`src/rtl/pcm_lf_pkg.sv`:
```
package pcm_lf_pkg;

    localparam int DEF_DATA_W    = 16;
    localparam int DEF_SYNC_BITS = 13;

    typedef enum logic {
        PH_LEAD  = 1'b0,
        PH_TRAIL = 1'b1
    } half_e;

    typedef struct packed {
        logic frame_start;
        logic bit_adv;
    } seq_ev_t;

    function automatic int slot_bits(input logic wide, input int dw);
        return wide ? 2 * dw : dw;
    endfunction

    function automatic logic sclk_level(input logic cpol, input logic active, input half_e ph);
        return cpol ^ (active & (ph == PH_TRAIL));
    endfunction

endpackage

```
`src/rtl/pcm_lf_framer.sv`:
```
module pcm_lf_framer
    import pcm_lf_pkg::*;
#(
    parameter int DATA_W    = DEF_DATA_W,
    parameter int SYNC_BITS = DEF_SYNC_BITS,
    localparam int CNT_W    = $clog2(2 * DATA_W)
) (
    input  logic             clk,
    input  logic             rst,
    input  logic             enable,
    input  logic             bclk_tick,
    input  logic             cfg_wide,
    output seq_ev_t          ev,
    output logic             running,
    output half_e            phase,
    output logic [CNT_W-1:0] bitcnt,
    output logic             wide_act,
    output logic             ws
);

    logic             running_q;
    half_e            phase_q;
    logic [CNT_W-1:0] bitcnt_q;
    logic             wide_q;
    logic             ws_q;
    logic             tick;
    logic             at_last;
    logic             end_trail;
    logic [CNT_W-1:0] bit_nxt;

    always_comb begin
        tick      = bclk_tick & enable;
        at_last   = (int'(bitcnt_q) == slot_bits(wide_q, DATA_W) - 1);
        end_trail = tick & running_q & (phase_q == PH_TRAIL);
        bit_nxt   = bitcnt_q + 1'b1;
        ev.frame_start = (tick & ~running_q) | (end_trail & at_last);
        ev.bit_adv     = end_trail & ~at_last;
    end

    always_ff @(posedge clk) begin
        if (rst || !enable) begin
            running_q <= 1'b0;
            phase_q   <= PH_LEAD;
            bitcnt_q  <= '0;
            wide_q    <= 1'b0;
            ws_q      <= 1'b0;
        end else if (ev.frame_start) begin
            running_q <= 1'b1;
            phase_q   <= PH_LEAD;
            bitcnt_q  <= '0;
            wide_q    <= cfg_wide;
            ws_q      <= 1'b1;
        end else if (ev.bit_adv) begin
            phase_q   <= PH_LEAD;
            bitcnt_q  <= bit_nxt;
            ws_q      <= (int'(bit_nxt) < SYNC_BITS);
        end else if (tick) begin
            phase_q   <= PH_TRAIL;
        end
    end

    assign running  = running_q;
    assign phase    = phase_q;
    assign bitcnt   = bitcnt_q;
    assign wide_act = wide_q;
    assign ws       = ws_q;

    a_r2_ws_rises_at_bit0: assert property (@(posedge clk) disable iff (rst)
        $rose(ws_q) |-> (bitcnt_q == '0));
    a_r2_ws_low_after_sync: assert property (@(posedge clk) disable iff (rst)
        (running_q && int'(bitcnt_q) >= SYNC_BITS) |-> !ws_q);
    a_r9_hold_between_ticks: assert property (@(posedge clk) disable iff (rst)
        (enable && !bclk_tick) |=> ($stable(bitcnt_q) && $stable(ws_q) && $stable(phase_q)));
    a_r10_disable_clears: assert property (@(posedge clk) disable iff (rst)
        !enable |=> (!running_q && !ws_q && phase_q == PH_LEAD));

endmodule

```
`src/rtl/pcm_lf_shifter.sv`:
```
module pcm_lf_shifter
    import pcm_lf_pkg::*;
#(
    parameter int DATA_W = DEF_DATA_W
) (
    input  logic              clk,
    input  logic              rst,
    input  logic              enable,
    input  seq_ev_t           ev,
    input  logic [DATA_W-1:0] smp_data,
    input  logic              smp_valid,
    output logic              smp_ready,
    output logic              sdata,
    output logic              underrun
);

    logic [DATA_W-1:0] sh_q;
    logic              sd_q;
    logic              und_q;

    assign smp_ready = ev.frame_start;

    always_ff @(posedge clk) begin
        if (rst || !enable) begin
            sh_q  <= '0;
            sd_q  <= 1'b0;
            und_q <= 1'b0;
        end else if (ev.frame_start) begin
            if (smp_valid) begin
                sd_q  <= smp_data[DATA_W-1];
                sh_q  <= {smp_data[DATA_W-2:0], 1'b0};
                und_q <= 1'b0;
            end else begin
                sd_q  <= 1'b0;
                sh_q  <= '0;
                und_q <= 1'b1;
            end
        end else if (ev.bit_adv) begin
            sd_q <= sh_q[DATA_W-1];
            sh_q <= {sh_q[DATA_W-2:0], 1'b0};
        end
    end

    assign sdata    = sd_q;
    assign underrun = und_q;

    a_r8_miss_flags_underrun: assert property (@(posedge clk) disable iff (rst)
        (enable && ev.frame_start && !smp_valid) |=> (und_q && !sd_q));
    a_r8_load_clears_underrun: assert property (@(posedge clk) disable iff (rst)
        (enable && ev.frame_start && smp_valid) |=> !und_q);
    a_r9_data_hold_no_event: assert property (@(posedge clk) disable iff (rst)
        (enable && !ev.frame_start && !ev.bit_adv) |=> ($stable(sd_q) && $stable(und_q)));

endmodule

```
`src/rtl/pcm_lf_tx.sv`:
```
module pcm_lf_tx
    import pcm_lf_pkg::*;
#(
    parameter int DATA_W    = DEF_DATA_W,
    parameter int SYNC_BITS = DEF_SYNC_BITS
) (
    input  logic              clk,
    input  logic              rst,
    input  logic              enable,
    input  logic              bclk_tick,
    input  logic              cfg_wide,
    input  logic              cfg_cpol,
    input  logic [DATA_W-1:0] smp_data,
    input  logic              smp_valid,
    output logic              smp_ready,
    output logic              sclk,
    output logic              sdata,
    output logic              ws,
    output logic              underrun
);

    localparam int CNT_W = $clog2(2 * DATA_W);

    seq_ev_t          ev;
    logic             running;
    half_e            phase;
    logic [CNT_W-1:0] bitcnt;
    logic             wide_act;

    pcm_lf_framer #(
        .DATA_W   (DATA_W),
        .SYNC_BITS(SYNC_BITS)
    ) i_framer (
        .clk      (clk),
        .rst      (rst),
        .enable   (enable),
        .bclk_tick(bclk_tick),
        .cfg_wide (cfg_wide),
        .ev       (ev),
        .running  (running),
        .phase    (phase),
        .bitcnt   (bitcnt),
        .wide_act (wide_act),
        .ws       (ws)
    );

    pcm_lf_shifter #(
        .DATA_W(DATA_W)
    ) i_shifter (
        .clk      (clk),
        .rst      (rst),
        .enable   (enable),
        .ev       (ev),
        .smp_data (smp_data),
        .smp_valid(smp_valid),
        .smp_ready(smp_ready),
        .sdata    (sdata),
        .underrun (underrun)
    );

    assign sclk = sclk_level(cfg_cpol, running, phase);

    a_r4_zero_padding: assert property (@(posedge clk) disable iff (rst)
        (running && wide_act && int'(bitcnt) >= DATA_W) |-> !sdata);
    a_r7_ready_on_tick: assert property (@(posedge clk) disable iff (rst)
        smp_ready |-> (bclk_tick && enable));
    a_r1_idle_outputs: assert property (@(posedge clk) disable iff (rst)
        !running |-> (!ws && !sdata && !underrun && sclk == cfg_cpol));

endmodule

```
`config.mk`:
```
export PLATFORM = sky130hd
export DESIGN_NAME = pcm_lf_tx
export DESIGN_NICKNAME = d
export VERILOG_FILES = /design/src/rtl/pcm_lf_pkg.sv /design/src/rtl/pcm_lf_framer.sv /design/src/rtl/pcm_lf_shifter.sv /design/src/rtl/pcm_lf_tx.sv
export SDC_FILE = /design/constraint.sdc
export NUM_CORES = 1
export LEC_CHECK = 0
export CELL_PAD_IN_SITES_DETAIL_PLACEMENT = 0
export CELL_PAD_IN_SITES_GLOBAL_PLACEMENT = 1
export CORE_MARGIN = 2
export CORE_UTILIZATION = 40
export CTS_CLUSTER_SIZE = 14
export DETAILED_ROUTE_END_ITERATION = 7
export PLACE_DENSITY = 0.78
export REMOVE_ABC_BUFFERS = 1
export SYNTH_ARGS = -nofsm -noshare
export SYNTH_HDL_FRONTEND = slang
export SYNTH_SLANG_ARGS = --single-unit
```
`constraint.sdc`:
```
create_clock -name clk -period 3.3 [get_ports clk]
set_input_delay 0.66 -clock clk [delete_from_list [all_inputs] [get_ports clk]]
set_output_delay 0.66 -clock clk [all_outputs]
set_load 0.02 [all_outputs]
```
-- Yosys cells after proc, flatten, opt, wreduce, memory -nomap -nowiden
Index checks and enable logic that the tools add are counted.
- add/sub/neg operators: 2
- magnitude comparators: 1
- eq/ne operators: 1
- multiplexer cells: 10
- bitwise operators: 11
- reduce and logical (&&, ||, !) cells: 5
- operator list (operator ; number):
    two-way mux 16 bit ; 3
    equality test 6 x 32 -> 1 bit ; 1
    subtractor 32 x 2 -> 32 bit (second input constant) ; 1
    AND 1 bit ; 7
    two-way mux 1 bit ; 6
    two-way mux 6 bit ; 1
    adder 5 x 1 -> 5 bit (second input constant) ; 1
    less-than comparator 5 x 4 -> 1 bit (second input constant) ; 1
    OR reduction 3 bit ; 1
    inverter 1 bit ; 2
    nonzero test 2 bit ; 1
    OR reduction 2 bit ; 1
    zero test 1 bit ; 1
    logical OR 1 bit ; 1
    OR 1 bit ; 1
    bitwise XOR 1 bit ; 1
- register bits after elaboration: 27
- input bits: 23
- output and inout port bits: 5
- word-level logic and storage cells: 38

-- Logic depth before layout (Yosys ltp)
- depth after elaboration: 7
- depth in mapped cells: 7
- mapped depth without buffers: 5

-- Modules after synthesis
A second synthesis with hierarchy kept.
- cell total of the unflattened synthesis: 142
- area, all modules: 1362.6 um^2
- modules (own cells, without submodules) (module ; times used ; cells each ; area an instance (um^2) ; seq. area each (um^2)):
    pcm_lf_shifter ; 1 ; 78 ; 834.6 ; 340.3
    pcm_lf_framer ; 1 ; 62 ; 515.5 ; 180.2
    pcm_lf_tx ; 1 ; 2 ; 12.5 ; 0.0

-- Worst setup path after synthesis
No wires, ideal clock.
- kind: register -> output
- start point: register i_framer.bitcnt_q[0] (netlist: i_framer.bitcnt[0])
- end point: output smp_ready
- arrival time: 1.379 ns
- data required time: 2.640 ns
- slack: 1.261 ns
- cell stages (with the launch flop): 6
- buffers on the path: 1
- cell sequence: dfxtp_1 ha_1 and3_2 buf_6 a31oi_4 nor2_1
- word-level cells in the longest chain between the ends: 3
- RTL lines (item ; line ; text):
    start, declared ; pcm_lf_framer.sv:23 ; logic [CNT_W-1:0] bitcnt_q;
    start signal, assigned ; pcm_lf_framer.sv:55 ; bitcnt_q <= bit_nxt;
    equality test 6 x 32 -> 1 bit ; pcm_lf_framer.sv:33 ; at_last = (int'(bitcnt_q) == slot_bits(wide_q, DATA_W) - 1);
    AND 1 bit ; pcm_lf_framer.sv:36 ; ev.frame_start = (tick & ~running_q) | (end_trail & at_last);
    OR 1 bit ; pcm_lf_framer.sv:36 ;
    end, declared ; pcm_lf_tx.sv:15 ; output logic smp_ready,
No other way between the ends.

-- Worst setup path in the final report
Ends and elaborated chain as after synthesis.

==> flow_summary.json <==
{
  "cts_buffers": 3,
  "ys_seq_elements": 26,
  "timing.final.crit_period_ns": 2.93,
  "vias": 1005,
  "fmax_mhz": 342,
  "first_iter_violations": 31,
  "grt_use_total": 0.161,
  "first_pass_iters": 4,
  "place_hpwl_mm": 1.84,
  "grt_pass1_vias": 998,
  "cts.sinks": 26,
  "crit_slowest_cell": "clkdlybuf4s50_1",
  "fin_nets": 175,
  "post_cts_resized": 0,
  "wl_met2_mm": 1.13,
  "rows": 20,
  "wl_met3_um": 117,
  "end_kind": "output pin",
  "gr-total-overflow": 0,
  "ctsRootBufferMaster": "clkbuf_4",
  "drv_cap": 0,
  "dp_cells": 190,
  "routedWlPerCell_um": 13.0,
  "synth_cell_types": 36,
  "final_cell_mix": "clkdlybuf4s50_1 (27), dfxtp_1 (26), o2bb2ai_1 (14)",
  "worstPathArrival_ns": 2.27,
  "cp_data_required_time_ns": 2.64,
  "initial_utilization": 0.414,
  "final.period_utilization": 0.886,
  "setup_slack_ns": 0.375,
  "die_area_um2": 3600,
  "finalPower_mw": 0.607,
  "maxSlewHeadroom": 0.588,
  "ys_warn_count": 0,
  "grt_pass1_wl_mm": 4.36,
  "remaining_drc_errors": 0,
  "fin_util": 0.518,
  "path_class": "register to output pin",
  "clk_latency_ns": 0.32,
  "drive_gt1_frac": 0.0933,
  "die_y_um": 60.0,
  "skew_ns": 0.00495,
  "ys_seq_area_frac": 0.415,
  "wirelength_mm": 2.52,
  "ant_nets": 0,
  "syn_inst": 124,
  "finalHoldViolations": 0,
  "cts_max_level": 1,
  "crit_family": "buffers and inverters",
  "num-fill-cells": 307,
  "path_clk_slew_ns": 0.14,
  "syn_area_um2": 1250,
  "coreArea_um2": 3030,
  "cts_tree": "built",
  "tightestPinTransition_ns": 0.616,
  "finalNonFillerCells": 194,
  "rsz0062_at_grt": "false",
  "leakagePower_nw": 0.478,
  "holdBufCountCts": 0,
  "cts_buffer_depth": 2,
  "final_common_cell": "clkdlybuf4s50_1",
  "top_layer_used": "met4",
  "powerDensity_nw_per_um2": 387,
  "place_congestion": 0.858,
  "die-width_um": 60.0,
  "crit_path_start_kind": "register",
  "worst_hold_path_type": "register to register",
  "multi_input_area_um2": 658,
  "via_per_inst": 5.18,
  "regArea_um2": 520,
  "insertedDiodeCount": 0,
  "ir_drop_mv": 0.223,
  "dp_slack_ns": 0.477,
  "area_delta_synth_final_pct": 25.0,
  "setup_viol_count_final": 0,
  "path_buf_inv": 1,
  "slowest_delay_ns": 0.61,
  "met1_length_mm": 1.25,
  "grt_antenna_before_repair": 0,
  "post_synth.cell_area_avg_um2": 10.1,
  "tns_ns": 0,
  "path_cells": "ha_1 > and3_2 > a31oi_4 > nor2_1 > clkdlybuf4s50_1",
  "status": "complete, no violations",
  "cts_setup_buffers": 0,
  "grt_max_degree": 18,
  "io_buffers": 27,
  "io_pins": 28,
  "final-max-slew-violation-count": 0,
  "cp_max_fo": 7
}
sequential cells by signal, summed over array words and instances (netlist names):
name / cells
i_framer.bitcnt: 5
i_framer.phase: 1
i_framer.running: 1
i_framer.wide_act: 1
i_framer.ws: 1
i_shifter.sdata: 1
i_shifter.sh_q: 15
i_shifter.underrun: 1
cells in the mapped netlist:
| master | count | area [µm²] |
|---|---|---|
| buf_6 | 3 | 33.8 |
| a31oi_4 | 1 | 21.3 |
| nand4_1 | 1 | 6.26 |
| o22ai_1 | 1 | 6.26 |
| a31o_2 | 1 | 8.76 |
| nand2_1 | 8 | 30.0 |
| a31oi_1 | 1 | 6.26 |
| a21oi_1 | 5 | 25.0 |
| clkbuf_8 | 2 | 27.5 |
| or3_1 | 1 | 6.26 |
| a21bo_2 | 1 | 10.0 |
| nor3_4 | 1 | 16.3 |
| inv_1 | 1 | 3.75 |
| nand2b_1 | 2 | 12.5 |
| o221ai_1 | 1 | 8.76 |
| a22oi_1 | 12 | 90.1 |
| a21oi_4 | 1 | 16.3 |
| and2_1 | 1 | 6.26 |
| and3_2 | 1 | 7.51 |
| o21ai_1 | 1 | 5.00 |
| dfxtp_1 | 26 | 521 |
| mux2i_1 | 4 | 40.0 |
| o21ai_0 | 6 | 30.0 |
| clkdlybuf4s50_1 | 1 | 10.0 |
| or4b_2 | 1 | 10.0 |
| a32o_1 | 1 | 10.0 |
| ha_1 | 1 | 12.5 |
| nand3_1 | 4 | 20.0 |
| a211oi_1 | 2 | 15.0 |
| nor2b_1 | 1 | 6.26 |
| nand3b_1 | 2 | 15.0 |
| xnor2_2 | 1 | 16.3 |
| and2b_2 | 1 | 8.76 |
| xnor2_1 | 4 | 35.0 |
| o2bb2ai_1 | 14 | 123 |
| nor2_1 | 9 | 33.8 |
area by class of cell:
class,count,share of cell area
inverters,1,0.00239
multi-input cells,91,0.420
repair buffers,28,0.177
well taps,44,0.0351
clock inverters,1,0.0192
flip-flops and latches,26,0.332
clock buffers,3,0.0144
layer usage:
| layer | track usage | up-vias |
|---|---|---|
| li1 | - | 522 |
| met1 | 0.211 | 459 |
| met2 | 0.253 | 22 |
| met3 | 0.0303 | 2 |
| met4 | 0.0794 | 0 |
| met5 | 0 | - |
power breakdown:
group	total, mW	switching (mW)	leakage, nW	internal, mW
Sequential	0.322	0.00354	0.210	0.319
Combinational	0.0659	0.0283	0.240	0.0376
Clock	0.219	0.0962	0.0279	0.123
Total	0.607	0.128	0.478	0.479
worst register-to-register path: stages (launching register included):
cell,delay [ns]
dfxtp_1,0.44
ha_1,0.31
and3_2,0.33
a31oi_4,0.15
nor3_4,0.56
o2bb2ai_1,0.19
final timing paths:
kind	start	end	slack, ns	depth (start not counted)
max	i_framer.bitcnt[0]	smp_ready	0.37	5
min	i_shifter.underrun	i_shifter.underrun	0.51	2
max reg2reg	i_framer.bitcnt[0]	i_shifter.sh_q[10]	1.25	5
min reg2reg	i_shifter.underrun	i_shifter.underrun	0.51	2
cells by family after synthesis:
family          synth area share
simple gates               0.143
fa+ha+maj                0.00998
buf+inv                   0.0599
flops                      0.415
compound gates             0.299
mux                       0.0319
xor+xnor                  0.0409
metrics by stage:
step / hold WS [ns] / cell area, µm²
after global routing: 0.551 / 1570
after floorplan: 0.470 / 1180
after global placement: 0.466 / 1520
after CTS: 0.503 / 1570
after detailed placement: 0.483 / 1520
final: 0.505 / 1570
(Power assumes the default switching activity.)
